$ cat config.mk
export PLATFORM = sky130hd
export DESIGN_NAME = irq_collector
export DESIGN_NICKNAME = d
export VERILOG_FILES = /design/src/rtl/irqc_pkg.sv /design/src/rtl/irqc_src_sync.sv /design/src/rtl/irqc_regs.sv /design/src/rtl/irqc_out_fsm.sv /design/src/rtl/irq_collector.sv
export SDC_FILE = /design/constraint.sdc
export NUM_CORES = 1
export LEC_CHECK = 0
export ABC_AREA = 1
export BUFFER_PORTS_ARGS = -buffer_cell sky130_fd_sc_hd__buf_2
export CAP_MARGIN = 10
export CELL_PAD_IN_SITES_DETAIL_PLACEMENT = 0
export CELL_PAD_IN_SITES_GLOBAL_PLACEMENT = 1
export CORE_ASPECT_RATIO = 0.9
export CORE_MARGIN = 1
export CORE_UTILIZATION = 47
export CTS_CLUSTER_SIZE = 25
export DETAILED_ROUTE_END_ITERATION = 12
export PLACE_DENSITY = 0.85
export SYNTH_ARGS = -nofsm -noshare
export SYNTH_HDL_FRONTEND = slang
export SYNTH_SLANG_ARGS = --single-unit
$ cat constraint.sdc
create_clock -name clk -period 2.2 [get_ports clk]
set_input_delay 0.22 -clock clk [delete_from_list [all_inputs] [get_ports clk]]
set_output_delay 0.22 -clock clk [all_outputs]
set_load 0.01 [all_outputs]
$ cat src/rtl/irqc_pkg.sv
package irqc_pkg;

    localparam int unsigned ADDR_W = 4;

    // Register select, taken from address bits [3:2]
    typedef enum logic [1:0] {
        SEL_PEND   = 2'd0,   // 0x0 clear-by-one pending
        SEL_FORCE  = 2'd1,   // 0x4 whole-word load
        SEL_MASK   = 2'd2,   // 0x8 enable bits
        SEL_GATED  = 2'd3    // 0xC pending & mask, read-only
    } reg_sel_e;

    typedef enum logic {
        IRQ_LOW  = 1'b0,
        IRQ_HIGH = 1'b1
    } irq_state_e;

    typedef struct packed {
        logic     hit;
        reg_sel_e sel;
    } reg_dec_t;

    function automatic reg_dec_t decode_addr(input logic [ADDR_W-1:0] a);
        reg_dec_t d;
        d.hit = (a[1:0] == 2'b00);
        d.sel = reg_sel_e'(a[3:2]);
        return d;
    endfunction

endpackage

$ cat src/rtl/irqc_src_sync.sv
module irqc_src_sync #(
    parameter int unsigned NSRC        = 32,
    parameter int unsigned SYNC_STAGES = 2
) (
    input  logic            clk,
    input  logic            rst_n,
    input  logic [NSRC-1:0] periph_req,
    output logic [NSRC-1:0] rise,
    output logic [NSRC-1:0] fall
);

    localparam int unsigned LAST = SYNC_STAGES - 1;

    logic [NSRC-1:0] line;
    logic [NSRC-1:0] stage [SYNC_STAGES];
    logic [NSRC-1:0] seen;

    // Peripheral n drives source line NSRC-1-n
    for (genvar n = 0; n < NSRC; n++) begin : g_rev
        assign line[NSRC-1-n] = periph_req[n];
    end

    always_ff @(posedge clk or negedge rst_n) begin
        if (!rst_n) begin
            for (int s = 0; s < SYNC_STAGES; s++) stage[s] <= '0;
            seen <= '0;
        end else begin
            stage[0] <= line;
            for (int s = 1; s < SYNC_STAGES; s++) stage[s] <= stage[s-1];
            seen <= stage[LAST];
        end
    end

    assign rise = stage[LAST] & ~seen;
    assign fall = ~stage[LAST] & seen;

endmodule

$ cat src/rtl/irqc_regs.sv
module irqc_regs
    import irqc_pkg::*;
#(
    parameter int unsigned NSRC = 32
) (
    input  logic              clk,
    input  logic              rst_n,
    input  logic [NSRC-1:0]   rise,
    input  logic [NSRC-1:0]   fall,
    input  logic              wr_en,
    input  logic              rd_en,
    input  logic [ADDR_W-1:0] addr,
    input  logic [NSRC-1:0]   wr_data,
    output logic [NSRC-1:0]   pend,
    output logic [NSRC-1:0]   mask,
    output logic [NSRC-1:0]   rd_data
);

    reg_dec_t        dec;
    logic [NSRC-1:0] sw_pend;
    logic [NSRC-1:0] pend_nxt;
    logic [NSRC-1:0] rd_mux;

    assign dec = decode_addr(addr);

    // Software effect first, then source edges override it
    always_comb begin
        sw_pend = pend;
        if (wr_en && dec.hit) begin
            unique case (dec.sel)
                SEL_PEND:  sw_pend = pend & ~wr_data;
                SEL_FORCE: sw_pend = wr_data;
                default:   sw_pend = pend;
            endcase
        end
        pend_nxt = (sw_pend | rise) & ~fall;
    end

    always_comb begin
        rd_mux = '0;
        if (dec.hit) begin
            unique case (dec.sel)
                SEL_PEND, SEL_FORCE: rd_mux = pend;
                SEL_MASK:            rd_mux = mask;
                SEL_GATED:           rd_mux = pend & mask;
                default:             rd_mux = '0;
            endcase
        end
    end

    always_ff @(posedge clk or negedge rst_n) begin
        if (!rst_n) begin
            pend    <= '0;
            mask    <= '0;
            rd_data <= '0;
        end else begin
            pend <= pend_nxt;
            if (wr_en && dec.hit && dec.sel == SEL_MASK) mask <= wr_data;
            if (rd_en) rd_data <= rd_mux;
        end
    end

    AST_RISE_SETS: assert property (@(posedge clk) disable iff (!rst_n)
        (|rise) |=> ((pend & $past(rise)) == $past(rise)));
    AST_FALL_CLEARS: assert property (@(posedge clk) disable iff (!rst_n)
        (|fall) |=> ((pend & $past(fall)) == '0));
    AST_W1C: assert property (@(posedge clk) disable iff (!rst_n)
        (wr_en && addr == 4'h0) |=> ((pend & $past(wr_data & ~rise)) == '0));
    AST_MASK_LOAD: assert property (@(posedge clk) disable iff (!rst_n)
        (wr_en && addr == 4'h8) |=> (mask == $past(wr_data)));
    AST_GATED_RO: assert property (@(posedge clk) disable iff (!rst_n)
        (wr_en && addr == 4'hC) |=> (mask == $past(mask)));
    AST_GATED_READ: assert property (@(posedge clk) disable iff (!rst_n)
        (rd_en && addr == 4'hC) |=> (rd_data == $past(pend & mask)));
    AST_UNDEF_READ: assert property (@(posedge clk) disable iff (!rst_n)
        (rd_en && addr[1:0] != 2'b00) |=> (rd_data == '0));
    AST_RD_HOLD: assert property (@(posedge clk) disable iff (!rst_n)
        !rd_en |=> $stable(rd_data));

endmodule

$ cat src/rtl/irqc_out_fsm.sv
module irqc_out_fsm
    import irqc_pkg::*;
#(
    parameter int unsigned NSRC = 32
) (
    input  logic            clk,
    input  logic            rst_n,
    input  logic [NSRC-1:0] pend,
    input  logic [NSRC-1:0] mask,
    output logic            cpu_irq
);

    irq_state_e state_q;
    irq_state_e state_d;
    logic       any_live;

    assign any_live = |(pend & mask);

    always_comb begin
        state_d = state_q;
        unique case (state_q)
            IRQ_LOW:  if (any_live)  state_d = IRQ_HIGH;   // RAISE
            IRQ_HIGH: if (!any_live) state_d = IRQ_LOW;    // DROP
            default:  state_d = IRQ_LOW;
        endcase
    end

    always_ff @(posedge clk or negedge rst_n) begin
        if (!rst_n) state_q <= IRQ_LOW;
        else        state_q <= state_d;
    end

    always_comb begin
        unique case (state_q)
            IRQ_HIGH: cpu_irq = 1'b1;
            default:  cpu_irq = 1'b0;
        endcase
    end

    AST_IRQ_LAG: assert property (@(posedge clk) disable iff (!rst_n)
        1'b1 |=> (cpu_irq == $past(|(pend & mask))));
    AST_IRQ_DEAD: assert property (@(posedge clk) disable iff (!rst_n)
        ((pend & mask) == '0 && !cpu_irq) |=> !cpu_irq);

endmodule

$ cat src/rtl/irq_collector.sv
module irq_collector
    import irqc_pkg::*;
#(
    parameter int unsigned NSRC        = 32,
    parameter int unsigned SYNC_STAGES = 2
) (
    input  logic              clk,
    input  logic              rst_n,
    input  logic [NSRC-1:0]   periph_req,
    input  logic              wr_en,
    input  logic              rd_en,
    input  logic [ADDR_W-1:0] addr,
    input  logic [NSRC-1:0]   wr_data,
    output logic [NSRC-1:0]   rd_data,
    output logic              cpu_irq
);

    logic [NSRC-1:0] rise;
    logic [NSRC-1:0] fall;
    logic [NSRC-1:0] pend;
    logic [NSRC-1:0] mask;

    irqc_src_sync #(.NSRC(NSRC), .SYNC_STAGES(SYNC_STAGES)) u_sync (
        .clk        (clk),
        .rst_n      (rst_n),
        .periph_req (periph_req),
        .rise       (rise),
        .fall       (fall)
    );

    irqc_regs #(.NSRC(NSRC)) u_regs (
        .clk     (clk),
        .rst_n   (rst_n),
        .rise    (rise),
        .fall    (fall),
        .wr_en   (wr_en),
        .rd_en   (rd_en),
        .addr    (addr),
        .wr_data (wr_data),
        .pend    (pend),
        .mask    (mask),
        .rd_data (rd_data)
    );

    irqc_out_fsm #(.NSRC(NSRC)) u_out (
        .clk     (clk),
        .rst_n   (rst_n),
        .pend    (pend),
        .mask    (mask),
        .cpu_irq (cpu_irq)
    );

    AST_RESET_QUIET: assert property (@(posedge clk)
        !rst_n |=> (!cpu_irq && rd_data == '0));

endmodule

==> run metrics, run 1 <==
result of the run completed; final clock skew 0.008558 ns; antenna viol nets, final 0; area of the die 0.01681 mm2; sort of element at the end of the critical path output port; min cycle time layout 1.223 ns; net count of the mapped netlist 890; synthesized area per cell 9.363 um2; CTS Buffer Depth 2; unrepaired setup endpoints after global routing false; register-to-register setup slack 1.15 ns; arrival time reported for the critical path endpoint 1.00 ns; max-slew violation count 0; routed via count 5865; gate count after technology mapping 818; count of different cell masters after synthesis 16; count of warnings emitted by yosys 0; highest-delay cell along the critical path sky130_fd_sc_hd__dfrtp_1; TritonCTS clock tree built; largest net degree at the start of global routing 61; Max Fclk 817.5 MHz; r2r worst-path depth 6; Total Routing Usage GR 0.2278; Max Fanout on Critical Path 2; flip-flop and latch count after synthesis 193; CP Depth 1; Boundary Pins 105; half-perimeter wire length after detailed placement 10720 um; Post-DP Area 0.008407 mm2; most common cell after layout, fill and taps aside sky130_fd_sc_hd__nand2_1; core occupancy in the finished layout 0.5951; Final Hold Viols 0; clock latency on the worst-skew pair 0.43 ns; drt first pass iters 5; Worst R2R Start u_regs.pend[24]; CTS HTree Levels 4; post-DR wirelength/cell 15.05 um; startpoint kind of the worst setup timing path flop; global route total overflow 0; fraction of layout instances using a drive strength above 1 0.1610; delay contributed by the slowest stage of the critical path 0.42 ns; total inserted antenna cells 0; CP required 1.98 ns; post-synthesis cell area 0.007659 mm2; number of core rows 43; finished layout cell area 0.009318 mm2; max-capacitance violation count 0; worst slew pin tran 0.7022 ns; count of port buffers added during placement 104; setup violation total in the final timing report 0; fill count 1356; Root Buffer sky130_fd_sc_hd__clkbuf_16; clock slew seen by the registers of the worst setup and hold paths 0.07 ns; worst-case headroom to the max-slew limit 0.5312; initial standard-cell utilization of the core 0.4892; number of vias per cell after detailed routing 5.034; capture point of the critical path rd_data[2]; die extent in x 136.6 um; worst hold path depth 3; initial antenna violation count 0; setup TNS after final layout 0 ns; count of routing violations after the opening detailed-route iteration 386; worst path bufs/invs 1; vias in the first global route 5713; Syn-to-layout area delta 21.66%; y dimension of the die 123.1 um; CTS buffer count 17; wire length of the first global-routing pass 28910 um; PnR Total Power 8050 uW; Reg2Reg Capture Point u_out.state_q; dominant delay contributor by cell family on the critical path flip-flops; clock sink total 193; area of the core 0.01566 mm2; cells along the critical path buf_2; sequential share of the synthesized area 0.6306; startpoint of the worst setup timing path u_regs.rd_data[2]; power density relative to cell area 864.0 mW/mm2; class of the most critical setup path flop to output port; commonest non-fill, non-tap cells in the layout sky130_fd_sc_hd__nand2_1, sky130_fd_sc_hd__dfrtp_1, sky130_fd_sc_hd__buf_2; class of the tightest hold or removal check input pin to flop; nets@finish 1022; count of instances resized after the clock tree is built 0; final period utilization 0.5560; post-detailed-routing wire length 17530 um; worst vdd rail ir drop 0.6593 mV; RePlAce Congestion 0.7682; post-detailed-route DRC marker count 0; Static Leak 0.004835 uW
-- stage by stage --
stage	worst slack (ns)	std cells	hold WS, ns
2_1_floorplan	1.236	818	-0.07559
3_3_place_gp	0.6561	1100	0.2410
5_1_grt	0.8741	1165	0.04850
3_5_place_dp	0.5925	1100	0.2427
6_report	0.9767	1165	0.05010
4_1_cts	0.9723	1165	0.03645
-- metal layers --
metal  GRT usage  wire length (um)
met4     0.06806               178
met5           0                 0
met1      0.3119              8454
met3     0.05535               746
met2      0.3601              8149
-- power breakdown --
part	leakage, uW	switching (uW)	total (uW)	internal [uW]
registers	0.00236	243	4110	3870
clock network	0.000281	1340	3050	1710
logic	0.00220	518	883	365
total	0.00483	2100	8050	5950
-- synthesized netlist by cell type --
cell	n	share of area
sky130_fd_sc_hd__o221ai_1	31	0.035
sky130_fd_sc_hd__nand2_1	342	0.17
sky130_fd_sc_hd__a21oi_1	32	0.021
sky130_fd_sc_hd__buf_6	4	0.0059
sky130_fd_sc_hd__buf_4	4	0.0039
sky130_fd_sc_hd__buf_2	25	0.016
sky130_fd_sc_hd__nor3_2	1	0.0013
sky130_fd_sc_hd__nand3_1	64	0.042
sky130_fd_sc_hd__clkbuf_1	6	0.0029
sky130_fd_sc_hd__nor2_1	45	0.022
sky130_fd_sc_hd__inv_2	3	0.0015
sky130_fd_sc_hd__a21boi_0	32	0.031
sky130_fd_sc_hd__dfrtp_1	193	0.63
sky130_fd_sc_hd__nand2_2	1	0.00082
sky130_fd_sc_hd__inv_1	33	0.016
sky130_fd_sc_hd__o21ai_0	2	0.0013
-- worst register-to-register path: stages, from the launching register on --
cell and delay, ns:
sky130_fd_sc_hd__dfrtp_1 0.41, sky130_fd_sc_hd__nand2_1 0.09, sky130_fd_sc_hd__nand2_1 0.05, sky130_fd_sc_hd__nor2_1 0.12, sky130_fd_sc_hd__nand2_1 0.09, sky130_fd_sc_hd__nor2_1 0.11, sky130_fd_sc_hd__nand2_1 0.06
-- cell type report --
cell class	instances	area (um2)	area share
clock buffers	20	446.7	0.04794
clock inverters	12	133.9	0.01437
inverters	36	135.1	0.01450
multi-input cells	550	2485	0.2667
flip-flops and latches	193	4830	0.5183
well taps	202	252.7	0.02712
repair buffers	152	1035	0.1111
-- sequential cells by signal, indices dropped and copies added (netlist names) --
signal / count
u_sync.stage: 64
u_regs.mask: 32
u_regs.pend: 32
u_regs.rd_data: 32
u_sync.seen: 32
u_out.state_q: 1
-- timing repair --
item | 4_1_cts | 5_1_grt
setup buffers | 0 | 0
hold buffers | 33 | 0
endpoints found under the hold margin | 88 | 0
-- logic make-up (layout without fill, tap and decap cells) --
family          Yosys count  in the layout  synth area share
compound gates           97             97           0.08904
buf+inv                  75            220           0.04672
flops                   193            193            0.6306
simple gates            453            453            0.2336
-- how the worst min path moves through the flow --
| stage | startpoint | to | slack (ns) |
|---|---|---|---|
| after floorplan | rst_n | u_out.state_q | -0.08 |
| final | wr_data[18] | u_regs.mask[18] | 0.05 |
| after detailed placement | rst_n | u_sync.seen[28] | 0.24 |
| after CTS | wr_data[18] | u_regs.mask[18] | 0.04 |
| after global routing | wr_data[25] | u_regs.mask[25] | 0.05 |
| after global placement | rst_n | u_sync.seen[28] | 0.24 |
(Power assumes the default switching activity.)
==> run 2, diff against run 1 <==
--- a/config.mk
+++ b/config.mk
@@ -12,10 +12,10 @@
 export CELL_PAD_IN_SITES_GLOBAL_PLACEMENT = 1
 export CORE_ASPECT_RATIO = 0.9
 export CORE_MARGIN = 1
-export CORE_UTILIZATION = 47
+export CORE_UTILIZATION = 39
 export CTS_CLUSTER_SIZE = 25
 export DETAILED_ROUTE_END_ITERATION = 12
-export PLACE_DENSITY = 0.85
+export PLACE_DENSITY = 0.76
 export SYNTH_ARGS = -nofsm -noshare
 export SYNTH_HDL_FRONTEND = slang
 export SYNTH_SLANG_ARGS = --single-unit
==> constraint.sdc (replaced) <==
create_clock -name clk -period 1 [get_ports clk]
set_input_delay 0.1 -clock clk [delete_from_list [all_inputs] [get_ports clk]]
set_output_delay 0.1 -clock clk [all_outputs]
set_load 0.01 [all_outputs]
==> run metrics, run 2 (synthesis gave the netlist of run 1 again) <==
worst slew pin tran 0.4269 ns (-0.2753 ns); r2r worst-path depth 6 (unchanged); combined area of the multi-input logic cells 0.002502 mm2 (+0.71%); finished layout cell area 0.01041 mm2 (+12%); area of the core 0.01922 mm2 (+23%); area of the die 0.02020 mm2 (+20%); fill count 1769 (+30%); startpoint kind of the worst setup timing path flop; Total Routing Usage GR 0.2015 (-0.02627); Boundary Pins 105 (unchanged); Non-Filler Instances 1323 (+14%); min cycle time layout 1.106 ns; largest net degree at the start of global routing 38 (-38%); wire length of the first global-routing pass 31050 um (+7.4%); initial standard-cell utilization of the core 0.3985 (-0.09067); routed via count 6242 (+6.4%); result of the run complete, but fails checks; RePlAce Congestion 0.8317 (+8.3%); class of the most critical setup path flop to output port; unrepaired setup endpoints after global routing true; final clock skew 0.007706 ns (-0.0008515 ns); highest-delay cell along the critical path sky130_fd_sc_hd__dfrtp_1; y dimension of the die 134.9 um (+9.6%); clock slew seen by the registers of the worst setup and hold paths 0.07 ns (about the same); number of core rows 48 (+12%); count of routing violations after the opening detailed-route iteration 364 (-5.7%); setup violation total in the final timing report 34 (+34); worst-case headroom to the max-slew limit 0.7154 (+0.1842); dominant delay contributor by cell family on the critical path flip-flops; most common cell after layout, fill and taps aside sky130_fd_sc_hd__nand2_1; class of the tightest hold or removal check input pin to asynchronous set/reset pin; fraction of layout instances using a drive strength above 1 0.2218 (+0.06085); power density relative to cell area 1758 mW/mm2 (+100%); delay contributed by the slowest stage of the critical path 0.42 ns (about the same); Final Hold Viols 0 (unchanged); Max Fclk 904.4 MHz; clock latency on the worst-skew pair 0.43 ns (about the same); CP Depth 1 (unchanged); Max Fanout on Critical Path 2 (unchanged); CTS buffer count 17 (unchanged); Post-DP Area 0.009040 mm2 (+7.5%); clock sink total 193 (unchanged); sort of element at the end of the critical path output port; worst vdd rail ir drop 1.123 mV (+70%); area occupied by registers 0.004830 mm2 (unchanged); worst path bufs/invs 1 (unchanged); cells along the critical path buf_2; cell total after placement 1211 (+10%); count of port buffers added during placement 104 (unchanged); post-detailed-route DRC marker count 0 (unchanged); antenna viol nets, final 0 (unchanged); die extent in x 149.7 um (+9.6%); CP required 0.90 ns (-1.08 ns); flip-flop count of the largest register after layout 64 (unchanged); Biggest register u_sync.stage; Syn-to-layout area delta 35.93%; core occupancy in the finished layout 0.5417 (-0.05347); final period utilization 1.106; nets@finish 1132 (+11%); half-perimeter wire length after detailed placement 12490 um (+17%); least setup slack across all paths after layout -0.1057 ns (-1.082 ns); PnR Total Power 18300 uW (+130%); arrival time reported for the critical path endpoint 1.01 ns (about the same); number of vias per cell after detailed routing 4.718 (-6.3%); CTS Buffer Depth 2 (unchanged); post-DR wirelength/cell 14.42 um (-4.2%); TritonCTS clock tree built; initial antenna violation count 0 (unchanged); drt first pass iters 6 (+1); max-capacitance violation count 0 (unchanged); max-slew violation count 0 (unchanged); total inserted antenna cells 0 (unchanged); commonest non-fill, non-tap cells in the layout sky130_fd_sc_hd__nand2_1, sky130_fd_sc_hd__dfrtp_1, sky130_fd_sc_hd__buf_2; global route total overflow 0 (unchanged); failing checks negative setup slack; post-detailed-routing wire length 19080 um (+8.8%); Root Buffer sky130_fd_sc_hd__clkbuf_16; vias in the first global route 6077 (+6.4%); CTS HTree Levels 4 (unchanged); Static Leak 0.005394 uW (+12%)
[run 2: changes by cell type in the layout (fill, tap and decap cells not counted), moves of 4 or more]
cell | before | now
sky130_fd_sc_hd__a21boi_0 | 32 | 28
sky130_fd_sc_hd__a21boi_1 | 0 | 4
sky130_fd_sc_hd__buf_12 | 5 | 13
sky130_fd_sc_hd__buf_2 | 103 | 99
sky130_fd_sc_hd__buf_4 | 10 | 80
sky130_fd_sc_hd__buf_6 | 0 | 4
sky130_fd_sc_hd__dlygate4sd3_1 | 33 | 65
[run 2: worst register-to-register path, cell delays in order (launching register included)]
cell and delay [ns]:
sky130_fd_sc_hd__dfrtp_1 0.42, sky130_fd_sc_hd__nand2_1 0.08, sky130_fd_sc_hd__nand2_1 0.06, sky130_fd_sc_hd__nor2_1 0.08, sky130_fd_sc_hd__nand2_1 0.10, sky130_fd_sc_hd__nor2_2 0.12, sky130_fd_sc_hd__nand2_1 0.05
[run 2: path summary, 6_finish.rpt]
kind | to | start | slack [ns]
worst max register to register | u_out.state_q | u_regs.pend[0] | -0.02
worst min-delay path | u_sync.seen[29] | rst_n | 0.12
max in group asynchronous | u_sync.stage[37] | rst_n | 0.35
min in group clk | u_regs.rd_data[29] | addr[1] | 0.12
worst max-delay path | rd_data[16] | u_regs.rd_data[16] | -0.11
worst min register to register | u_sync.stage[19] | u_sync.stage[51] | 0.34
[run 2: area by class of cell]
class / instances / area share
Sequential cell: 193 / 0.4639
Multi-Input combinational cell: 550 / 0.2404
Timing Repair Buffer: 262 / 0.1984
Clock buffer: 20 / 0.04387
Tap cell: 250 / 0.03005
Inverter: 36 / 0.01298
Clock inverter: 12 / 0.01034
[run 2: what timing repair did]
action,in CTS,in global routing
pin swaps,0,5
hold buffers,65,0
hold endpoints to repair,257,0
setup buffers,9,6
resized for setup,0,12
setup endpoints to repair,34,39
[run 2: report_power, final]
| part | internal (uW) | total (uW) | switching [uW] |
|---|---|---|---|
| registers | 8510 | 8920 | 409 |
| logic | 1400 | 2830 | 1430 |
| clock network | 3570 | 6550 | 2980 |
[run 2: stage by stage]
stage               setup slack [ns]  TNS (ns)  hold slack, ns
floorplan                     0.1356         0         -0.1956
global placement             -0.1865    -11.47         0.02451
detailed placement           -0.1744    -12.01         0.02379
CTS                          -0.1158    -2.839          0.1107
global route                 -0.1499    -3.579          0.1316
finish                       -0.1057    -2.154          0.1187
[run 2: per-layer routing]
layer  part of all wire  GRT usage  wire length [um]  vias to the layer above
li1                   -          -                 -                     3130
met5                  0          0                 0                        -
met2               0.46     0.3212              8821                      150
met3              0.049    0.03953               933                       13
met1               0.48     0.2808              9169                     2949
met4             0.0079    0.05443               151                        0
